`config.mk`:
```
export PLATFORM = sky130hd
export DESIGN_NAME = blkcopy_engine
export DESIGN_NICKNAME = d
export VERILOG_FILES = /design/src/rtl/blkcp_pkg.sv /design/src/rtl/blkcp_width_mask.sv /design/src/rtl/blkcp_wrap_add.sv /design/src/rtl/blkcopy_engine.sv
export SDC_FILE = /design/constraint.sdc
export NUM_CORES = 1
export LEC_CHECK = 0
export BUFFER_PORTS_ARGS = -buffer_cell sky130_fd_sc_hd__clkbuf_2
export CAP_MARGIN = 10
export CORE_ASPECT_RATIO = 1.1
export CORE_MARGIN = 8
export CORE_UTILIZATION = 30
export CTS_CLUSTER_DIAMETER = 200
export DETAILED_ROUTE_END_ITERATION = 8
export HOLD_SLACK_MARGIN = 0.12
export SETUP_SLACK_MARGIN = 0.4
export SLEW_MARGIN = 25
export SYNTH_ARGS = -nofsm -noshare
export SYNTH_HDL_FRONTEND = slang
export SYNTH_SLANG_ARGS = --single-unit
```
`constraint.sdc`:
```
create_clock -name clk -period 7.3 [get_ports clk]
set_input_delay 0 -clock clk [delete_from_list [all_inputs] [get_ports clk]]
set_output_delay 0 -clock clk [all_outputs]
set_load 0.02 [all_outputs]
```
`src/rtl/blkcp_pkg.sv`:
```
package blkcp_pkg;

    typedef enum logic [1:0] {
        ST_IDLE   = 2'd0,
        ST_READ   = 2'd1,
        ST_WRITE  = 2'd2,
        ST_FINISH = 2'd3
    } blkcp_state_e;

    typedef enum logic [1:0] {
        SZ_B1 = 2'd0,
        SZ_B2 = 2'd1,
        SZ_B4 = 2'd2,
        SZ_B8 = 2'd3
    } blkcp_size_e;

endpackage

```
`src/rtl/blkcp_width_mask.sv`:
```
module blkcp_width_mask #(
    parameter int W = 64
) (
    input  logic [1:0]   wsel,
    output logic [W-1:0] mask
);
    // Low (8 << wsel) bits set, capped at W.
    always_comb begin
        for (int i = 0; i < W; i++) begin
            mask[i] = (i < (8 << wsel));
        end
    end
endmodule

```
`src/rtl/blkcp_wrap_add.sv`:
```
module blkcp_wrap_add #(
    parameter int W          = 64,
    parameter bit KEEP_UPPER = 1'b1
) (
    input  logic [W-1:0] base,
    input  logic [W-1:0] off,
    input  logic         sub,
    input  logic [1:0]   wsel,
    output logic [W-1:0] res
);
    logic [W-1:0] m;
    logic [W-1:0] raw;

    blkcp_width_mask #(.W(W)) u_mask (
        .wsel (wsel),
        .mask (m)
    );

    assign raw = sub ? (base - off) : (base + off);

    generate
        if (KEEP_UPPER) begin : g_merge
            // register write-back form: upper bits carried through
            assign res = (base & ~m) | (raw & m);
        end else begin : g_wrap
            // bus address form: upper bits cleared
            assign res = raw & m;
        end
    endgenerate
endmodule

```
`src/rtl/blkcopy_engine.sv`:
```
module blkcopy_engine
    import blkcp_pkg::*;
#(
    parameter int REG_W = 64
) (
    input  logic             clk,
    input  logic             rst_n,
    input  logic             start,
    input  logic [REG_W-1:0] src_ptr,
    input  logic [REG_W-1:0] dst_ptr,
    input  logic [REG_W-1:0] count,
    input  logic             dir_down,
    input  logic [1:0]       elem_sz,
    input  logic [1:0]       ptr_sz,
    output logic             busy,
    output logic             done,
    output logic             wb_valid,
    output logic [REG_W-1:0] src_final,
    output logic [REG_W-1:0] dst_final,
    output logic [REG_W-1:0] cnt_final,
    output logic [REG_W-1:0] mem_addr,
    output logic             mem_rd,
    output logic             mem_wr,
    output logic [7:0]       mem_wdata,
    input  logic [7:0]       mem_rdata
);
    localparam int MAX_BYTES = REG_W / 8;
    localparam int IDX_W     = (MAX_BYTES > 1) ? $clog2(MAX_BYTES) : 1;

    blkcp_state_e      st, st_nx;
    logic [REG_W-1:0]  src_q, dst_q, cnt_q;
    logic              dir_q;
    blkcp_size_e       esz_q;
    logic [1:0]        asz_q;
    logic [IDX_W-1:0]  bidx;

    logic [IDX_W:0]    nbytes;
    logic              last_byte;
    logic [REG_W-1:0]  in_mask, cnt_mask;
    logic [REG_W-1:0]  src_rd_a, dst_wr_a;
    logic [REG_W-1:0]  src_nx, dst_nx, cnt_nx;
    logic              start_zero, cnt_will_zero;

    assign nbytes    = (IDX_W+1)'(1) << esz_q;
    assign last_byte = ({1'b0, bidx} == (nbytes - 1'b1));

    // ---------------- width-aware arithmetic ----------------
    blkcp_width_mask #(.W(REG_W)) u_in_mask (
        .wsel (ptr_sz),
        .mask (in_mask)
    );

    blkcp_width_mask #(.W(REG_W)) u_cnt_mask (
        .wsel (asz_q),
        .mask (cnt_mask)
    );

    blkcp_wrap_add #(.W(REG_W), .KEEP_UPPER(1'b0)) u_src_addr (
        .base (src_q),
        .off  (REG_W'(bidx)),
        .sub  (1'b0),
        .wsel (asz_q),
        .res  (src_rd_a)
    );

    blkcp_wrap_add #(.W(REG_W), .KEEP_UPPER(1'b0)) u_dst_addr (
        .base (dst_q),
        .off  (REG_W'(bidx)),
        .sub  (1'b0),
        .wsel (asz_q),
        .res  (dst_wr_a)
    );

    blkcp_wrap_add #(.W(REG_W), .KEEP_UPPER(1'b1)) u_src_step (
        .base (src_q),
        .off  (REG_W'(nbytes)),
        .sub  (dir_q),
        .wsel (asz_q),
        .res  (src_nx)
    );

    blkcp_wrap_add #(.W(REG_W), .KEEP_UPPER(1'b1)) u_dst_step (
        .base (dst_q),
        .off  (REG_W'(nbytes)),
        .sub  (dir_q),
        .wsel (asz_q),
        .res  (dst_nx)
    );

    blkcp_wrap_add #(.W(REG_W), .KEEP_UPPER(1'b1)) u_cnt_dec (
        .base (cnt_q),
        .off  (REG_W'(1)),
        .sub  (1'b1),
        .wsel (asz_q),
        .res  (cnt_nx)
    );

    assign start_zero    = ((count & in_mask) == '0);
    assign cnt_will_zero = ((cnt_nx & cnt_mask) == '0);

    // ---------------- next state ----------------
    always_comb begin
        st_nx = st;
        unique case (st)
            ST_IDLE: begin
                if (start) st_nx = start_zero ? ST_FINISH : ST_READ;
            end
            ST_READ: begin
                st_nx = ST_WRITE;
            end
            ST_WRITE: begin
                if (!last_byte)         st_nx = ST_READ;
                else if (cnt_will_zero) st_nx = ST_FINISH;
                else                    st_nx = ST_READ;
            end
            ST_FINISH: begin
                st_nx = ST_IDLE;
            end
            default: st_nx = ST_IDLE;
        endcase
    end

    // ---------------- state register ----------------
    always_ff @(posedge clk) begin
        if (!rst_n) st <= ST_IDLE;
        else        st <= st_nx;
    end

    // ---------------- operand registers ----------------
    always_ff @(posedge clk) begin
        if (!rst_n) begin
            src_q <= '0;
            dst_q <= '0;
            cnt_q <= '0;
            dir_q <= 1'b0;
            esz_q <= SZ_B1;
            asz_q <= 2'd0;
            bidx  <= '0;
        end else begin
            unique case (st)
                ST_IDLE: begin
                    if (start) begin
                        src_q <= src_ptr;
                        dst_q <= dst_ptr;
                        cnt_q <= count;
                        dir_q <= dir_down;
                        esz_q <= blkcp_size_e'(elem_sz);
                        asz_q <= ptr_sz;
                        bidx  <= '0;
                    end
                end
                ST_WRITE: begin
                    if (last_byte) begin
                        src_q <= src_nx;
                        dst_q <= dst_nx;
                        cnt_q <= cnt_nx;
                        bidx  <= '0;
                    end else begin
                        bidx  <= bidx + 1'b1;
                    end
                end
                default: ;
            endcase
        end
    end

    // ---------------- outputs ----------------
    always_comb begin
        busy      = 1'b0;
        done      = 1'b0;
        wb_valid  = 1'b0;
        mem_rd    = 1'b0;
        mem_wr    = 1'b0;
        mem_addr  = '0;
        mem_wdata = '0;
        unique case (st)
            ST_IDLE: ;
            ST_READ: begin
                busy     = 1'b1;
                mem_rd   = 1'b1;
                mem_addr = src_rd_a;
            end
            ST_WRITE: begin
                busy      = 1'b1;
                mem_wr    = 1'b1;
                mem_addr  = dst_wr_a;
                mem_wdata = mem_rdata;
            end
            ST_FINISH: begin
                busy     = 1'b1;
                done     = 1'b1;
                wb_valid = 1'b1;
            end
            default: ;
        endcase
    end

    assign src_final = src_q;
    assign dst_final = dst_q;
    assign cnt_final = cnt_q;

endmodule

```
Word level (Yosys, flattened, before mapping)
Cells that the tools add are included.

operators by class
  add/sub/neg operators = 9
  $lt $le $gt $ge = 128
  equality and inequality tests = 6
  shift operators = 3
  mux-type cells = 25
  bitwise operators = 14
  reductions and logical operators = 8

operators by type and width
  operator                                                              number
  7-bit by 32-bit < comparator with 1-bit output, first input constant  64
  6-bit by 32-bit < comparator with 1-bit output, first input constant  32
  64-bit bitwise AND                                                    10
  5-bit by 32-bit < comparator with 1-bit output, first input constant  16
  64-bit two-way mux                                                    8
  64-bit one-hot mux with 2 select lines                                4
  4-bit by 32-bit < comparator with 1-bit output, first input constant  8
  64-bit bitwise OR                                                     3
  64-bit by 3-bit adder with 64-bit output                              2
  64-bit by 4-bit adder with 64-bit output                              2
  64-bit logical NOT                                                    2
  3-bit by 32-bit < comparator with 1-bit output, first input constant  4
  64-bit by 4-bit subtractor with 64-bit output                         2
  1-bit by 32-bit < comparator with 1-bit output, first input constant  2
  2-bit by 32-bit < comparator with 1-bit output, first input constant  2
  64-bit inverter                                                       1
  4-bit by 2-bit left shift with 32-bit output, first input constant    2
  64-bit by 1-bit subtractor with 64-bit output, second input constant  1
  2-bit two-way mux                                                     4
  8-bit two-way mux                                                     1
  2-bit one-hot mux with 4 select lines                                 1
  3-bit two-way mux                                                     2
  3-bit one-hot mux with 2 select lines                                 1
  2-bit == test, second input constant                                  2
  other kinds (12)                                                      17

storage, ports and cells
  flip-flop bits (word level) = 202
  output and inout port bits = 269
  logic and storage cells = 201

Longest topological paths before layout
Gate-level depths: netlist of the first run.

  depth after elaboration = 10
  depth in mapped cells = 29
  mapped depth without buffers = 17

Hierarchy
From an unflattened synthesis of the first run, not the netlist that was laid out.

unflattened totals
  cells, all modules = 6011
  area, all modules = 43874.6 um^2

modules (own cells, without submodules)
  module                          times used  cells an instance  area an instance (um^2)  seq. area each (um^2)
  blkcp_wrap_add (u_cnt_dec ...)  2           884                6072.1                   0.0
  blkcopy_engine                  1           1165               11050.6                  4043.9
  blkcp_wrap_add (u_src_step)     1           889                6123.4                   0.0
  blkcp_wrap_add (u_dst_addr)     1           875                5703.0                   0.0
  blkcp_wrap_add (u_src_addr)     1           859                5577.8                   0.0
  blkcp_width_mask                7           65                 467.9                    0.0

Least setup slack after synthesis of the first run
No wires, ideal clock.

  path kind = flip-flop to output port
  start = reg st[0]
  end = out mem_addr[60]
  arrival time = 6.211 ns
  data required time = 7.300 ns
  path slack = 1.089 ns
  cell stages (with the launch flop) = 30
  buffers on the path = 12
  cells stage by stage = dfxtp_1 -> inv_1 -> ha_1 -> buf_4 -> buf_6 -> buf_8 -> buf_8 -> buf_4 -> buf_2 -> buf_2 -> clkbuf_1 -> buf_2 -> clkbuf_1 -> clkbuf_1 -> nand2_1 -> o21ai_0 -> ha_1 -> inv_1 -> fa_1 -> nor2b_1 -> o211ai_1 -> nor4_1 -> nand4b_1 -> nor4_2 -> and3b_1 -> clkbuf_1 -> and3_1 -> nand2_1 -> xor2_1 -> nor2_1

between the ends
  cells in the longest elaborated chain, start to end = 2
  elaborated cells on any way between the ends = 3
  those cells by class = 2 x eq/ne; 1 x mux

ends and longest elaborated chain
  item                                                                              line                   source
  start: declaration                                                                blkcopy_engine.sv:30   blkcp_state_e st, st_nx;
  start signal: assignment                                                          blkcopy_engine.sv:126  else st <= st_nx;
  2-bit == test / 2-bit by 1-bit == test with 1-bit output (equally long branches)  blkcopy_engine.sv:176  unique case (st)
  64-bit one-hot mux with 2 select lines *                                          blkcopy_engine.sv:176
  end: declaration                                                                  blkcopy_engine.sv:21   output logic [REG_W-1:0] mem_addr,

Mark *: on every way between the ends. The rest lies on a longest branch, timed or not.

==> results.md, run 1 <==
* Register area share after synthesis at 19.0%
* Total Nets Final at 3915
* Initial cell density of the core at 30.3%
* Global-route wire length before repair at 156000 um
* Switch Pwr at 2650 uW
* Number of standard-cell rows in the floorplan at 102
* Max Fanout on Critical Path at 33
* Worst clock skew at 14.9 ps
* Routed length per instance at 23.1 um
* Detailed-routed wire length on met3 at 7660 um
* Maximum level of the CTS H-tree at 1
* IO buf count at 476
* Final Hold Viols at 0
* Count of yosys warnings during synthesis at 0
* Die outline height at 295 um
* Overall via count from detail_route at 26000
* Reported leakage power at 0.0118 uW
* Relative slew slack at 29.9%
* Clock Sinks at 202
* Number of global-route vias before repair at 24856
* Detailed Place HPWL at 78600 um
* Path type of the worst setup path: reg2reg
* Number of placed I/O pins at 477
* Crit path arrival time at 6530 ps
* DRC marker count from the first detailed-route iteration at 2697
* Dominant synthesized flop cell: dfxtp_1
* Yosys top cell area share at 19.0%
* Portion of total power attributed to the clock network at 25.8%
* Largest net degree at the start of global routing at 71
* Post_cts resized at 0
* Met2 WL post-DR at 48000 um
* Minimum hold slack at 243 ps
* Root Buffer: clkbuf_16
* Most common cell after layout, fill and taps aside: clkbuf_2
* GP Congestion at 0.985
* Core utilization of the finished layout at 39.3%
* Area added between synthesis and finish at 30.0%
* Fmax at 167 MHz
* Measured slew at the worst slew-check pin at 1020 ps
* Later-pin clock latency in the skew report at 580 ps
* Cell area power density at 210 nW/um2
* Critical path endpoint category: register
* Layout cell share with drive strength beyond 1 at 17.1%
* Max capacitance violation total at 0
* Setup repair after global routing missed its margin: false
* Path category of the worst min-delay check: in2reg
* Worst hold path cell count at 4
* Count of distinct cell types in the synthesized netlist at 88
* Share of the clock period used by the worst path after layout at 82.2%
* Die Outline Area at 79600 um2
* Total overflow reported by the global router at 0
* Main area contributors after synthesis: dfxtp_1 19%, ha_1 8.1%, a21oi_1 7.2%
* TritonCTS clock tree: done
* Mean post-synth cell area at 7.08 um2
* Period minus WS final at 6000 ps
* Syn Nets at 3348
* Number of cells in the design after placement at 4234
* All-Layer GR Usage at 24.6%
* Data required time of the critical path at 7820 ps
* Antenna Cells at 0
* Width of the die at 270 um
* DRT antenna net count at 0
* Mapped Area at 21200 um2
* Post-synth EDFFs at 0
* Setup-violating endpoint count in the final report at 0
* Critical path startpoint category: register
* Status: complete, no violations
* Final non-filler cell total at 4524
* Register-to-register setup slack at 1300 ps
* Largest area contributor in the synthesized netlist: dfxtp_1
* Area of the core region at 70200 um2
* Clk pin slew, worst setup/hold paths at 60 ps
* Wire length on met1 at 44100 um
* Int Pwr at 3160 uW
* Switching share of total power at 45.7%
* Gate count after technology mapping at 2999
* Clock tree buffer depth at 3
* Highest metal layer with signal wires: met4
* Proportion of synthesized flip-flops having asynchronous set or reset at 0%
* Final Total Pwr at 5810 uW
* Vias per inst at 5.75
* Peak ir drop on the vdd network at 0.000147 V
* Setup Total Neg Slack at 0 ps
* Post-CTS Setup Bufs at 0
* Reg power frac at 26.8%
* Part of the power in combinational logic at 47.4%
* Cell depth of the worst flop-to-flop path at 15
* Count of state elements after synthesis at 202
* Top library cells by usage in the layout, fill and taps aside: 475 x clkbuf_2, 300 x a21oi_1, 293 x nor2_1
* Number of iterations in the first detailed-routing pass at 6
* Clock buffer count from CTS at 28
* Post-route DRC at 0
* Initial antenna violation count at 2
* Pins over their slew limit at 0
* Final WL at 104000 um
[kinds of logic (layout without fill, tap and decap cells)]
| family | Yosys count | count (layout) | share of synthesized area, % |
|---|---|---|---|
| flip-flops | 202 | 202 | 19.0 |
| AND/OR/NAND/NOR | 1070 | 1070 | 24.9 |
| multiplexers | 81 | 81 | 3.89 |
| XOR/XNOR | 201 | 201 | 8.29 |
| AO/OA/AOI/OAI | 1015 | 1015 | 30.1 |
| buffers and inverters | 289 | 878 | 5.38 |
| adder cells (fa/ha/maj) | 141 | 141 | 8.41 |
[cells in the mapped netlist (all sizes together), types with 8 or more instances]
cell       n
o211ai    12
o21a      22
mux2i     69
nor2     294
o21ai    244
o31ai     19
a21oi    304
and2      39
nor2b     30
nand2b    20
or2       14
o2bb2ai    9
or3       35
clkbuf   169
a211oi    47
nor3b      9
nand3     91
a31oi     30
a21o      83
nand4     57
ha       138
o221ai    31
and3      40
a2111oi    8
o22ai     44
xnor2    124
or4       14
mux2      12
xor2      77
nor4      54
nand2    255
inv       85
nor3      83
a221oi    41
dfxtp    202
a22oi     20
o21bai    35
buf       34
[power groups by stage]
stage,sequential [uW],clock [uW],combinational (uW)
after floorplan,1620,0,1620
after global routing,1580,1570,2980
after global placement,1570,0,2580
after detailed placement,1570,0,2580
after CTS,1550,1520,2720
final,1560,1500,2750
[per-stage QoR]
step / setup WS, ps / cell area [um2]
after floorplan: 1090 / 21200
after global placement: 2000 / 24200
after detailed placement: 1950 / 24300
after CTS: 1380 / 27600
after global routing: 1020 / 27600
final: 1300 / 27600
[timing repair]
item	CTS	global route
endpoints found under the hold margin	199	0
endpoints found under the setup margin	0	0
hold buffers	238	0
[critical path, cell delays in order (launching register included)]
cell           delay (ps)
dfxtp_1               370
or2_2                 330
ha_1                  190
a21o_2                520
ha_1                  580
nand4_1               210
nor4_1                320
o2111ai_1             140
and2_1                260
a21o_1                240
a2111oi_0             880
o21ai_0               460
o31a_1                350
or4_1                 390
o211ai_1              100
dlygate4sd3_1         560
[path summary, 6_finish.rpt]
check                                          startpoint                   endpoint
worst max-delay path                esz_q[0]$_SDFFE_PN0P_                   register
worst min-delay path                          src_ptr[50]                   register
worst max register to register      esz_q[0]$_SDFFE_PN0P_                   register
worst min register to register  cnt_final[1]$_SDFFE_PN0P_  cnt_final[1]$_SDFFE_PN0P_
[layout make-up]
cell class	count	area, um2
tap	936	1170
clock buffer	37	786
multi-input combinational	2508	16100
fill	7384	42600
clock inverter	15	191
sequential	202	4050
timing repair buffer	740	4960
inverter	86	330
[metal layers]
layer  vias to the layer above  global-route usage, %
met5                         -                      0
met4                         0                   9.67
met3                       224                   4.23
met2                      1237                   40.9
met1                     12284                   31.6
li1                      12255                      -
Power figures use the tool's default switching activity.
==> run 2: changes to the inputs <==
- clock period: 7.3 -> 4.9 ns (I/O delays scaled with it)
==> results.md, run 2 (synthesized netlist as in run 1, its figures left out) <==
* Most Crowded Layer GR: met2
* Initial cell density of the core at 30.3%
* Final Total Pwr at 8780 uW
* Status: complete, no violations
* Setup-violating endpoint count in the final report at 0
* Root Buffer: clkbuf_16
* Most common cell after layout, fill and taps aside: clkbuf_2
* Largest net degree at the start of global routing at 118
* Reported leakage power at 0.0124 uW
* Critical path endpoint category: output port
* Crit path arrival time at 4500 ps
* Global routing met1 resource utilization at 32.0%
* Max Fanout on Critical Path at 42
* Vias per inst at 5.74
* Clock Sinks at 202
* Maximum level of the CTS H-tree at 1
* Relative slew slack at 30.5%
* Layout cell share with drive strength beyond 1 at 21.5%
* Total overflow reported by the global router at 0
* Cell with the largest stage delay on the worst path: or4b_4
* Peak ir drop on the vdd network at 0.000215 V
* Area of the core region at 70200 um2
* Setup repair after global routing missed its margin: true
* GP Congestion at 0.952
* Share of the clock period used by the worst path after layout at 91.8%
* Layout filler cell count at 7303
* Worst hold path cell count at 4
* TritonCTS clock tree: done
* Period minus WS final at 4500 ps
* Met3 track demand over resource in global routing at 4.04%
* DRT antenna net count at 0
* Final Hold Viols at 0
* Detailed Place HPWL at 80800 um
* Area added between synthesis and finish at 36.3%
* Number of iterations in the first detailed-routing pass at 6
* Pins over their slew limit at 0
* Largest stage delay, worst path at 630 ps
* Data required time of the critical path at 4900 ps
* Cell area power density at 303 nW/um2
* Cell depth of the worst flop-to-flop path at 18
* Portion of total power attributed to the clock network at 24.4%
* Clock buffer count from CTS at 28
* Crit-path cells: inv_4 > ha_4 > buf_8 > mux2i_1 > o21bai_1 > nor4_4 > nand2_2 > or4b_4 > a211oi_4 > buf_4 > nand3_1 > xnor2_1 > nor2_1 > clkbuf_2
* Routed length per instance at 23.0 um
* Die outline height at 295 um
* Initial antenna violation count at 5
* Reg power frac at 26.5%
* Max capacitance violation total at 0
* Final WL at 107000 um
* DRC marker count from the first detailed-route iteration at 2565
* Number of placed I/O pins at 477
* Part of the power in combinational logic at 49.1%
* Die Outline Area at 79600 um2
* Number of global-route vias before repair at 25280
* Switch Pwr at 4040 uW
* Width of the die at 270 um
* Number of standard-cell rows in the floorplan at 102
* Fmax at 222 MHz
* FF+latch area at 4050 um2
* All-Layer GR Usage at 24.9%
* GR Util met2 at 41.9%
* Path type of the worst setup path: reg2out
* Worst clock skew at 14.2 ps
* Area taken by multi-input logic gates at 16600 um2
* Top library cells by usage in the layout, fill and taps aside: 471 x clkbuf_2, 294 x a21oi_1, 279 x nor2_1
* IO buf count at 476
* Global-route wire length before repair at 159000 um
* Path category of the worst min-delay check: in2reg
* Post-route DRC at 0
* Critical path startpoint category: register
* Int Pwr at 4740 uW
* Switching share of total power at 46.0%
* Total Nets Final at 4013
* Post-DP Area at 24900 um2
* Final design area excluding fillers at 28900 um2
* Measured slew at the worst slew-check pin at 1040 ps
* Clock tree buffer depth at 3
* Overall via count from detail_route at 26542
* Clk pin slew, worst setup/hold paths at 60 ps
* Later-pin clock latency in the skew report at 580 ps
## run 2: area by class of cell
type	count	share of cell area [%]
well taps	936	4.05
diodes	3	0.0259
clock inverters	11	0.406
repair buffers	838	20.1
inverters	86	1.15
flip-flops and latches	202	14.0
multi-input cells	2508	57.5
clock buffers	40	2.79
## run 2: routing by layer
metal / vias up / part of all wire (%)
met5: - / 0
met4: 0 / 4.2
met3: 218 / 7.6
met2: 1272 / 46
met1: 12611 / 42
li1: 12441 / -
## run 2: metrics by stage
step	hold WS [ps]	setup slack, ps	cells	utilization, %	setup TNS [ps]
after floorplan	136	-86.4	2999	-	-195
after global placement	267	38.1	4304	35.5	0
after detailed placement	254	64.7	4304	35.5	0
after CTS	206	396	4607	40.6	0
after global routing	245	294	4622	41.2	0
final	241	404	4624	41.2	0
## run 2: critical path: cells and delay by family (launching register included)
| family | cells | cell delay, ps |
|---|---|---|
| AOI/OAI and AO/OA | 2 | 500 |
| muxes | 1 | 230 |
| buffers and inverters | 4 | 730 |
| and+or+nand+nor | 5 | 1440 |
| DFF | 1 | 350 |
| xor gates and xnor gates | 1 | 410 |
| adders and majority gates | 1 | 190 |
## run 2: final timing paths
path	to	startpoint	slack [ps]
worst max-delay path	mem_addr[49]	st[0]$_SDFFE_PN0P_	400
worst min-delay path	register	src_ptr[39]	240
worst max register to register	register	esz_q[0]$_SDFFE_PN0P_	510
worst min register to register	cnt_final[1]$_SDFFE_PN0P_	cnt_final[1]$_SDFFE_PN0P_	490
## run 2: repair_timing
action,in CTS,in global routing
endpoints found under the hold margin,202,0
hold buffers,250,0
setup endpoints to repair,42,67
buffers inserted,2,15
gates resized for setup,28,74
pin swaps,2,28
## run 2: power by group through the flow
stage / registers (uW) / logic (uW) / clock network [uW]
2_1_floorplan: 2410 / 2430 / 0
3_3_place_gp: 2340 / 3960 / 0
3_5_place_dp: 2340 / 3950 / 0
4_1_cts: 2310 / 4200 / 2190
5_1_grt: 2350 / 4640 / 2250
6_report: 2320 / 4310 / 2150
==> run 3: changes to the inputs <==
- CORE_UTILIZATION: 30 -> 45
- PLACE_DENSITY: default -> 0.71
==> results.md, run 3 (synthesized netlist as in run 1, its figures left out) <==
* Peak ir drop on the vdd network at 0.000285 V
* Initial antenna violation count at 3
* Routed length per instance at 23.4 um
* GP Congestion at 0.997
* Clock tree buffer depth at 3
* Layout cell share with drive strength beyond 1 at 20.8%
* Max Fanout on Critical Path at 11
* Status: complete, no violations
* Area of the core region at 46600 um2
* Path type of the worst setup path: reg2reg
* Post-route DRC at 0
* Total overflow reported by the global router at 0
* Number of global-route vias before repair at 25349
* TritonCTS clock tree: done
* Share of the clock period used by the worst path after layout at 91.2%
* Wire length on met1 at 39000 um
* Number of placed I/O pins at 477
* Area added between synthesis and finish at 31.8%
* Number of cells in the design after placement at 3919
* Layout filler cell count at 4279
* Number of standard-cell rows in the floorplan at 83
* Top library cells by usage in the layout, fill and taps aside: 470 x clkbuf_2, 296 x a21oi_1, 275 x nor2_1
* Highest metal layer with signal wires: met5
* Width of the die at 223 um
* Data required time of the critical path at 5350 ps
* Clock buffer count from CTS at 27
* DRT antenna net count at 0
* Most common cell after layout, fill and taps aside: clkbuf_2
* Core utilization of the finished layout at 60.1%
* Cell area power density at 303 nW/um2
* Clk pin slew, worst setup/hold paths at 60 ps
* IO buf count at 476
* Dpl ws at 83.4 ps
* Pins over their slew limit at 0
* Met2 WL post-DR at 45400 um
* Max capacitance violation total at 0
* Die outline height at 244 um
* Overall via count from detail_route at 26729
* Final Total Pwr at 8490 uW
* Final WL at 98600 um
* Crit path arrival time at 4920 ps
* Number of iterations in the first detailed-routing pass at 6
* Later-pin clock latency in the skew report at 570 ps
* Final Hold Viols at 0
* Critical path buffer and inverter count at 2
* Fmax at 224 MHz
* Critical path endpoint category: register
* Cell family with most CP delay: compound AO/OA/AOI/OAI gates
* Area taken by multi-input logic gates at 16700 um2
* Setup repair after global routing missed its margin: true
* Final non-filler cell total at 4217
* Root Buffer: clkbuf_16
* Total Nets Final at 3952
* Largest stage delay, worst path at 550 ps
* Cell with the largest stage delay on the worst path: dlygate4sd3_1
* FF+latch area at 4050 um2
* Min setup slack post-route at 433 ps
* Maximum level of the CTS H-tree at 1
* Measured slew at the worst slew-check pin at 887 ps
* DRC marker count from the first detailed-route iteration at 2775
* Die Outline Area at 54400 um2
* Detailed Place HPWL at 72500 um
* Vias per inst at 6.34
* Crit-path cells: or2_2 > ha_1 > a21o_4 > buf_4 > ha_1 > a21oi_1 > o21ai_0 > a41o_1 > a211oi_2 > o21a_1 > nand2_1 > a31oi_2 > xnor2_1 > a221oi_2 > nor2_1 > dlygate4sd3_1
* Worst clock skew at 14.4 ps
* Initial cell density of the core at 45.6%
* Critical path startpoint category: register
* Largest net degree at the start of global routing at 118
* All-Layer GR Usage at 33.8%
* CP dominant cell by count: ha_1
* Global-route wire length before repair at 149000 um
* Path category of the worst min-delay check: in2reg
* Relative slew slack at 40.7%
* Reported leakage power at 0.0120 uW
* Clock Sinks at 202
* Period minus WS final at 4470 ps
* Setup-violating endpoint count in the final report at 0
* Detailed-routed wire length on met3 at 9110 um
==> run 3: cell types whose count changed in the layout (fill, tap and decap cells not counted), sizes merged <==
cell and delta:
a21o +1, buf -34, bufbuf +1, clkbuf -3
clkinvlp -1, diode -2, dlygate4sd3 -28
==> run 3: metrics by stage <==
step	instance area, um2	TNS, ps	hold WS (ps)
floorplan	21400	-195	136
global placement	24200	0	226
detailed placement	24200	0	239
CTS	27500	0	227
global route	28000	0	288
finish	28000	0	256
==> run 3: final timing paths <==
path | from | end | slack (ps) | cells past startpoint
setup / recovery | esz_q[1]$_SDFFE_PN0P_ | register | 430 | 16
hold / removal | dst_ptr[45] | register | 260 | 4
setup reg to reg | esz_q[1]$_SDFFE_PN0P_ | register | 430 | 16
hold reg to reg | cnt_final[1]$_SDFFE_PN0P_ | cnt_final[1]$_SDFFE_PN0P_ | 510 | 2
==> run 3: report_power, final <==
| group | total [uW] | switching (uW) | internal [uW] | leakage (uW) |
|---|---|---|---|---|
| clock network | 1980 | 828 | 1160 | 0.000419 |
| logic | 4170 | 2600 | 1580 | 0.00993 |
| registers | 2340 | 468 | 1870 | 0.00167 |
| total | 8490 | 3890 | 4600 | 0.0120 |
==> run 3: cell type report <==
type | instances | area share [%]
Clock buffer | 37 | 2.65
Multi-Input combinational cell | 2509 | 59.6
Clock inverter | 10 | 0.380
Tap cell | 595 | 2.66
Antenna cell | 1 | 0.00894
Sequential cell | 202 | 14.5
Inverter | 86 | 1.19
Timing Repair Buffer | 777 | 19.1
==> run 3: repair_timing <==
item                       in CTS  in global routing
cloned                          1                  2
buffers inserted               10                 16
hold endpoints to repair      199                  0
hold buffers                  221                  0
gates resized for setup        20                 90
setup endpoints to repair      36                 63
pin swaps                       8                 21
==> run 3: per-layer routing <==
layer  track usage, %  vias up
met1             41.9    12507
met3             6.20      305
met4             15.5        2
met5                0        -
met2             56.1     1575
li1                 -    12340
==> run 3: worst min-delay path, cell delays in order <==
cell,delay [ps]
dlygate4sd3_1,530
clkbuf_2,100
a221oi_1,70
nor2_1,100
